===== config.mk =====
export PLATFORM = sky130hd
export DESIGN_NAME = pulse_div_top
export DESIGN_NICKNAME = d
export VERILOG_FILES = /design/src/rtl/pdiv_pkg.sv /design/src/rtl/pdiv_edge_det.sv /design/src/rtl/pdiv_div_reg.sv /design/src/rtl/pdiv_down_cnt.sv /design/src/rtl/pulse_div_top.sv
export SDC_FILE = /design/constraint.sdc
export NUM_CORES = 1
export LEC_CHECK = 0
export BUFFER_PORTS_ARGS = -buffer_cell sky130_fd_sc_hd__buf_4
export CORE_MARGIN = 10
export CORE_UTILIZATION = 48
export CTS_CLUSTER_SIZE = 28
export DETAILED_ROUTE_END_ITERATION = 12
export PLACE_DENSITY = 0.74
export SLEW_MARGIN = 15
export SYNTH_ARGS = -nofsm -noshare
export SYNTH_HDL_FRONTEND = slang
export SYNTH_HIERARCHICAL = 1
export SYNTH_SLANG_ARGS = --single-unit

===== constraint.sdc =====
create_clock -name clk -period 1.7 [get_ports clk]
set_input_delay 0.34 -clock clk [delete_from_list [all_inputs] [get_ports clk]]
set_output_delay 0.34 -clock clk [all_outputs]
set_load 0.01 [all_outputs]

===== src/rtl/pdiv_pkg.sv =====
package pdiv_pkg;
  localparam int unsigned DATA_W = 8;
  localparam int unsigned FIELD_W = 7;
  localparam logic [DATA_W-1:0] RST_VAL = 8'h80;
  localparam logic [DATA_W-1:0] RD_FILL = 8'hFF;

  typedef struct packed {
    logic [FIELD_W-1:0] cnt;
    logic               hit;
  } cnt_step_t;

  // One counted event: decrement, or wrap to the reload value and flag a hit.
  function automatic cnt_step_t count_step(input logic [FIELD_W-1:0] cur,
                                           input logic [FIELD_W-1:0] reload);
    cnt_step_t s;
    if (cur == '0) begin
      s.cnt = reload;
      s.hit = 1'b1;
    end else begin
      s.cnt = cur - 1'b1;
      s.hit = 1'b0;
    end
    return s;
  endfunction
endpackage


===== src/rtl/pdiv_edge_det.sv =====
module pdiv_edge_det #(
  parameter int unsigned SYNC_STAGES = 2
) (
  input  logic clk,
  input  logic rst_n,
  input  logic async_i,
  input  logic both_i,
  output logic evt_o,
  output logic rise_o,
  output logic fall_o
);
  localparam int unsigned LAST = SYNC_STAGES - 1;

  logic [SYNC_STAGES-1:0] sync_q;
  logic                   level_prev_q;
  logic                   level;

  always_ff @(posedge clk or negedge rst_n) begin
    if (!rst_n) sync_q[0] <= 1'b0;
    else        sync_q[0] <= async_i;
  end

  generate
    for (genvar g = 1; g < SYNC_STAGES; g++) begin : g_sync
      always_ff @(posedge clk or negedge rst_n) begin
        if (!rst_n) sync_q[g] <= 1'b0;
        else        sync_q[g] <= sync_q[g-1];
      end
    end
  endgenerate

  assign level = sync_q[LAST];

  always_ff @(posedge clk or negedge rst_n) begin
    if (!rst_n) level_prev_q <= 1'b0;
    else        level_prev_q <= level;
  end

  assign rise_o = level & ~level_prev_q;
  assign fall_o = ~level & level_prev_q;
  assign evt_o  = rise_o | (both_i & fall_o);


  rise_only_chk: assert property (@(posedge clk) disable iff (!rst_n)
    (evt_o && !both_i) |-> level);


  evt_needs_change_chk: assert property (@(posedge clk) disable iff (!rst_n)
    evt_o |-> (sync_q[LAST] != $past(sync_q[LAST])));
endmodule


===== src/rtl/pdiv_div_reg.sv =====
module pdiv_div_reg
  import pdiv_pkg::*;
(
  input  logic               clk,
  input  logic               rst_n,
  input  logic               standby_i,
  input  logic               wr_en_i,
  input  logic [DATA_W-1:0]  wr_data_i,
  output logic [FIELD_W-1:0] reload_o
);
  logic [DATA_W-1:0]  div_q;
  logic [FIELD_W-1:0] reload_q;

  always_ff @(posedge clk or negedge rst_n) begin
    if (!rst_n) begin
      div_q    <= RST_VAL;
      reload_q <= RST_VAL[FIELD_W-1:0];
    end else if (standby_i) begin
      div_q    <= RST_VAL;
      reload_q <= RST_VAL[FIELD_W-1:0];
    end else if (wr_en_i) begin
      div_q    <= wr_data_i;
      reload_q <= wr_data_i[FIELD_W-1:0];
    end
  end

  assign reload_o = reload_q;


  wr_capture_chk: assert property (@(posedge clk) disable iff (!rst_n)
    (wr_en_i && !standby_i) |=> (div_q == $past(wr_data_i)));


  reload_field_chk: assert property (@(posedge clk) disable iff (!rst_n)
    reload_q == div_q[FIELD_W-1:0]);


  standby_val_chk: assert property (@(posedge clk) disable iff (!rst_n)
    standby_i |=> (div_q == RST_VAL));
endmodule


===== src/rtl/pdiv_down_cnt.sv =====
module pdiv_down_cnt
  import pdiv_pkg::*;
(
  input  logic               clk,
  input  logic               rst_n,
  input  logic               standby_i,
  input  logic               evt_i,
  input  logic               load_i,
  input  logic [FIELD_W-1:0] load_val_i,
  input  logic [FIELD_W-1:0] reload_i,
  output logic [FIELD_W-1:0] cnt_o,
  output logic               pulse_o
);
  logic [FIELD_W-1:0] cnt_q;
  logic               pulse_q;
  cnt_step_t          step;

  always_comb step = count_step(cnt_q, reload_i);

  always_ff @(posedge clk or negedge rst_n) begin
    if (!rst_n) begin
      cnt_q   <= RST_VAL[FIELD_W-1:0];
      pulse_q <= 1'b0;
    end else if (standby_i) begin
      cnt_q   <= RST_VAL[FIELD_W-1:0];
      pulse_q <= 1'b0;
    end else if (load_i) begin
      cnt_q   <= load_val_i;
      pulse_q <= 1'b0;
    end else if (evt_i) begin
      cnt_q   <= step.cnt;
      pulse_q <= step.hit;
    end else begin
      pulse_q <= 1'b0;
    end
  end

  assign cnt_o   = cnt_q;
  assign pulse_o = pulse_q;


  load_blocks_pulse_chk: assert property (@(posedge clk) disable iff (!rst_n)
    load_i |=> !pulse_o);


  pulse_from_evt_chk: assert property (@(posedge clk) disable iff (!rst_n)
    pulse_o |-> $past(evt_i && !load_i && !standby_i));


  load_value_chk: assert property (@(posedge clk) disable iff (!rst_n)
    (load_i && !standby_i) |=> (cnt_o == $past(load_val_i)));
endmodule


===== src/rtl/pulse_div_top.sv =====
module pulse_div_top
  import pdiv_pkg::*;
#(
  parameter int unsigned SYNC_STAGES = 2
) (
  input  logic              clk,
  input  logic              rst_n,
  input  logic              standby_i,
  input  logic              wr_en_i,
  input  logic [DATA_W-1:0] wr_data_i,
  output logic [DATA_W-1:0] rd_data_o,
  input  logic              pulse_in_i,
  input  logic              both_edges_i,
  input  logic              trig_sel_i,
  input  logic              rec_switch_i,
  output logic              div_pulse_o
);
  logic               evt;
  logic               rise;
  logic               fall;
  logic               resync;
  logic               load;
  logic [FIELD_W-1:0] load_val;
  logic [FIELD_W-1:0] reload;
  logic [FIELD_W-1:0] cnt;

  pdiv_edge_det #(.SYNC_STAGES(SYNC_STAGES)) u_edge (
    .clk     (clk),
    .rst_n   (rst_n),
    .async_i (pulse_in_i),
    .both_i  (both_edges_i),
    .evt_o   (evt),
    .rise_o  (rise),
    .fall_o  (fall)
  );

  pdiv_div_reg u_reg (
    .clk       (clk),
    .rst_n     (rst_n),
    .standby_i (standby_i),
    .wr_en_i   (wr_en_i),
    .wr_data_i (wr_data_i),
    .reload_o  (reload)
  );

  assign resync   = rec_switch_i & ~trig_sel_i;
  assign load     = wr_en_i | resync;
  assign load_val = wr_en_i ? wr_data_i[FIELD_W-1:0] : reload;

  pdiv_down_cnt u_cnt (
    .clk        (clk),
    .rst_n      (rst_n),
    .standby_i  (standby_i),
    .evt_i      (evt),
    .load_i     (load),
    .load_val_i (load_val),
    .reload_i   (reload),
    .cnt_o      (cnt),
    .pulse_o    (div_pulse_o)
  );

  assign rd_data_o = RD_FILL;


  cnt_le_reload_chk: assert property (@(posedge clk) disable iff (!rst_n)
    cnt <= reload);


  resync_gate_chk: assert property (@(posedge clk) disable iff (!rst_n)
    (rec_switch_i && !wr_en_i && !trig_sel_i && !standby_i) |=> (cnt == reload));


  edge_excl_chk: assert property (@(posedge clk) disable iff (!rst_n)
    $onehot0({rise, fall}));


  bypass_every_evt_chk: assert property (@(posedge clk) disable iff (!rst_n)
    (evt && !load && !standby_i && reload == '0 && cnt == '0) |=> div_pulse_o);
endmodule


==> flow_metrics.env <==
export IMPL_min_to="u_edge/sync_q[0]$_DFF_PN0_"
export IMPL_fin_crit_sh=0.973
export IMPL_crit_fanout=2
export IMPL_worstPathBufferInverterCount=1
export IMPL_die_y_um=70.2
export IMPL_finClkSkew_ps=6.98
export IMPL_crit_chain="nor2b_4, a21o_1, inv_2, or4b_4, o311ai_2, nand3_1"
export IMPL_cp_data_arrival_time_ps=1850
export IMPL_place_area_um2=1380
export IMPL_layout_common_cells="33 x buf_4, 18 x dfrtp_1, 11 x mux2i_1"
export IMPL_cts_root_buffer="clkbuf_4"
export IMPL_layout_commonest_cell="buf_4"
export IMPL_netlist_area_um2=1210
export IMPL_outcome="finished clean"
export IMPL_drc=0
export IMPL_wl_per_cell_um=14.5
export IMPL_fin_crit_ps=1650
export IMPL_stdcell_area_um2=1510
export IMPL_htree_levels=1
export IMPL_p_clk_frac=0.243
export IMPL_dp_hpwl_um=1950
export IMPL_timing_fmax_ghz=0.604
export IMPL_grtUsageTotal=0.104
export IMPL_path_class="reg2reg"
export IMPL_clk_path_buf_depth=2
export IMPL_p_sw_frac=0.295
export IMPL_rsz0062_at_grt="true"
export IMPL_p_per_area_nw_per_um2=737
export IMPL_area_growth_pct=24.7
export IMPL_clkSinkCount=18
export IMPL_ys_async_sr_fraction=1.00
export IMPL_yosys_warnings=6
export IMPL_drt_iter0_drc=31
export IMPL_syn_instance_count=112
export IMPL_rows=18
export IMPL_portBuffers=15
export IMPL_maxSlewViolCount=0
export IMPL_r2r_start="u_edge/level_prev_q$_DFF_PN0_"
export IMPL_rr_worst_depth=6
export IMPL_synth_seq_cells=18
export IMPL_grt_util_met3=0.0311
export IMPL_power_mw=1.11
export IMPL_start_util=0.498
export IMPL_crit_path_end_kind="flip-flop"
export IMPL_start_kind="flip-flop"
export IMPL_slowest_delay_ps=500
export IMPL_die_w_um=70.2
export IMPL_grt_max_degree=19
export IMPL_grt_ovfl_total=0
export IMPL_nets=164
export IMPL_coreArea_um2=2430
export IMPL_routed_wl_um=2550
export IMPL_cts_tree="done"
export IMPL_synth_avg_cell_area_um2=10.8
export IMPL_netlist_cell_type_count=44
export IMPL_use_met2=0.177
export IMPL_grt_busiest_layer="met2"
export IMPL_cts_made_buffers=3
export IMPL_vias_per_cell=5.19
export IMPL_seq_area_frac_synth=0.372
export IMPL_min_path_type="in2reg"
export IMPL_p_switching_mw=0.329
export IMPL_cp_slowest_cell="or4b_4"
export IMPL_vias=908
export IMPL_r2r_slack_ps=50
export IMPL_grt_pass1_vias=969
export IMPL_n_antenna_cell=0
export IMPL_comb_power_share=0.315
export IMPL_crit_family="simple AND/OR/NAND/NOR gates"
export IMPL_globalplace_congestion=0.805
export IMPL_r2r_end="u_cnt/cnt_o[6]$_DFFE_PN0P_"
export IMPL_antenna_found_initial=0
export IMPL_peakVddDrop_uv=654
export IMPL_internal_power_mw=0.785
export IMPL_die_area_um2=4930
export IMPL_final_hold_viol_count=0
export IMPL_grt_pass1_wl_um=4380
export IMPL_cp_data_required_time_ps=1890
export IMPL_hold_start="pulse_in_i"
export IMPL_seq_power_share=0.442
export IMPL_maxCapViolations=0
export IMPL_drive_above_1_share=0.421
export IMPL_cellLeakagePower_nw=0.757
export IMPL_first_pass_iters=4
export IMPL_drtAntennaViolNets=0
export IMPL_fill_cells=206
export IMPL_synth_edf_count=0
export IMPL_clkTransAtPathRegs_ps=110
export IMPL_finalSetupViolCount=0
export IMPL_yosys_most_used_dff="dfrtp_1"
export IMPL_io_pins=25
export IMPL_clk_latency_ps=300
export IMPL_grtUsageMet1=0.116
export IMPL_hold_depth=1
export IMPL_cp_depth=6
## repair_timing
item	in CTS	in global routing
pin swaps	3	5
hold buffers	1	0
buffers inserted	3	4
cloned	0	0
gates resized for setup	2	6
setup endpoints to repair	2	6
endpoints found under the hold margin	18	0
## per-layer routing
layer / routed length [um] / up-vias
li1: - / 454
met5: 0 / -
met2: 1230 / 25
met1: 1110 / 425
met4: 38 / 0
met3: 165 / 4
## final cells by class
class,count,area (um2),share of cell area
Timing Repair Buffer,35,269,0.178
Clock buffer,4,36.3,0.0240
Tap cell,30,37.5,0.0249
Inverter,7,26.3,0.0174
Sequential cell,18,450,0.298
Multi-Input combinational cell,81,691,0.457
## cells in the mapped netlist (2+ instances only)
cell type,instances,area (um2)
mux2_2,2,22.5
inv_1,7,26.3
ha_1,2,25.0
buf_4,8,60.1
nor2_1,10,37.5
nor2b_4,2,27.5
nand3_1,2,10.0
nand2_1,2,7.51
mux2_4,7,105
dfrtp_1,18,450
mux2i_1,11,110
a21oi_1,4,20.0
buf_6,3,33.8
nor4_1,2,12.5
nor2b_1,2,12.5
o22ai_1,2,12.5
## registers in the layout, indices dropped and copies added, names as in the netlist
signal,count
u_reg/reload_o,7
u_cnt/cnt_o,7
u_edge/level,1
u_edge/sync_q,1
u_cnt/pulse_o,1
u_edge/level_prev_q,1
## power groups by stage
stage                     logic, mW  clock network, mW  registers [mW]
after floorplan               0.214                  0           0.492
after global placement        0.296                  0           0.496
after detailed placement      0.302                  0           0.499
after CTS                     0.324              0.279           0.492
after global routing          0.383              0.297           0.497
final                         0.351              0.270           0.492
## worst max path at each step
stage / from / end / slack [ps]
4_1_cts: u_edge/level_prev_q$_DFF_PN0_ / u_cnt/cnt_o[6]$_DFFE_PN0P_ / 2
6_report: u_edge/level_prev_q$_DFF_PN0_ / u_cnt/cnt_o[6]$_DFFE_PN0P_ / 50
5_1_grt: u_cnt/cnt_o[1]$_DFFE_PN0P_ / u_cnt/cnt_o[5]$_DFFE_PN0P_ / -100
2_1_floorplan: u_edge/level_prev_q$_DFF_PN0_ / u_cnt/cnt_o[6]$_DFFE_PN0P_ / -10
3_5_place_dp: u_edge/level_prev_q$_DFF_PN0_ / u_cnt/cnt_o[6]$_DFFE_PN0P_ / 10
3_3_place_gp: u_edge/level_prev_q$_DFF_PN0_ / u_cnt/cnt_o[6]$_DFFE_PN0P_ / 30
## through the flow
step | hold WS (ps) | instances | setup slack [ps] | TNS (ps) | utilization
3_5_place_dp | 224 | 163 | 9.99 | 0 | 0.567
3_3_place_gp | 219 | 163 | 28.2 | 0 | 0.567
2_1_floorplan | 44.4 | 119 | -14.0 | -14.0 | -
6_report | 144 | 175 | 45.1 | 0 | 0.621
4_1_cts | 136 | 171 | 1.74 | 0 | 0.600
5_1_grt | 121 | 175 | -96.4 | -196 | 0.621
## cells by family (layout without fill, tap and decap cells)
kind of cell,Yosys count,count (layout),share of synthesized area
other,1,8,0.00310
XOR/XNOR,1,1,0.00723
buffers and inverters,20,46,0.105
adder cells (fa/ha/maj),2,2,0.0207
AO/OA/AOI/OAI,19,19,0.125
multiplexers,20,20,0.196
AND/OR/NAND/NOR,31,31,0.170
flip-flops,18,18,0.372
Power figures use the tool's default switching activity.
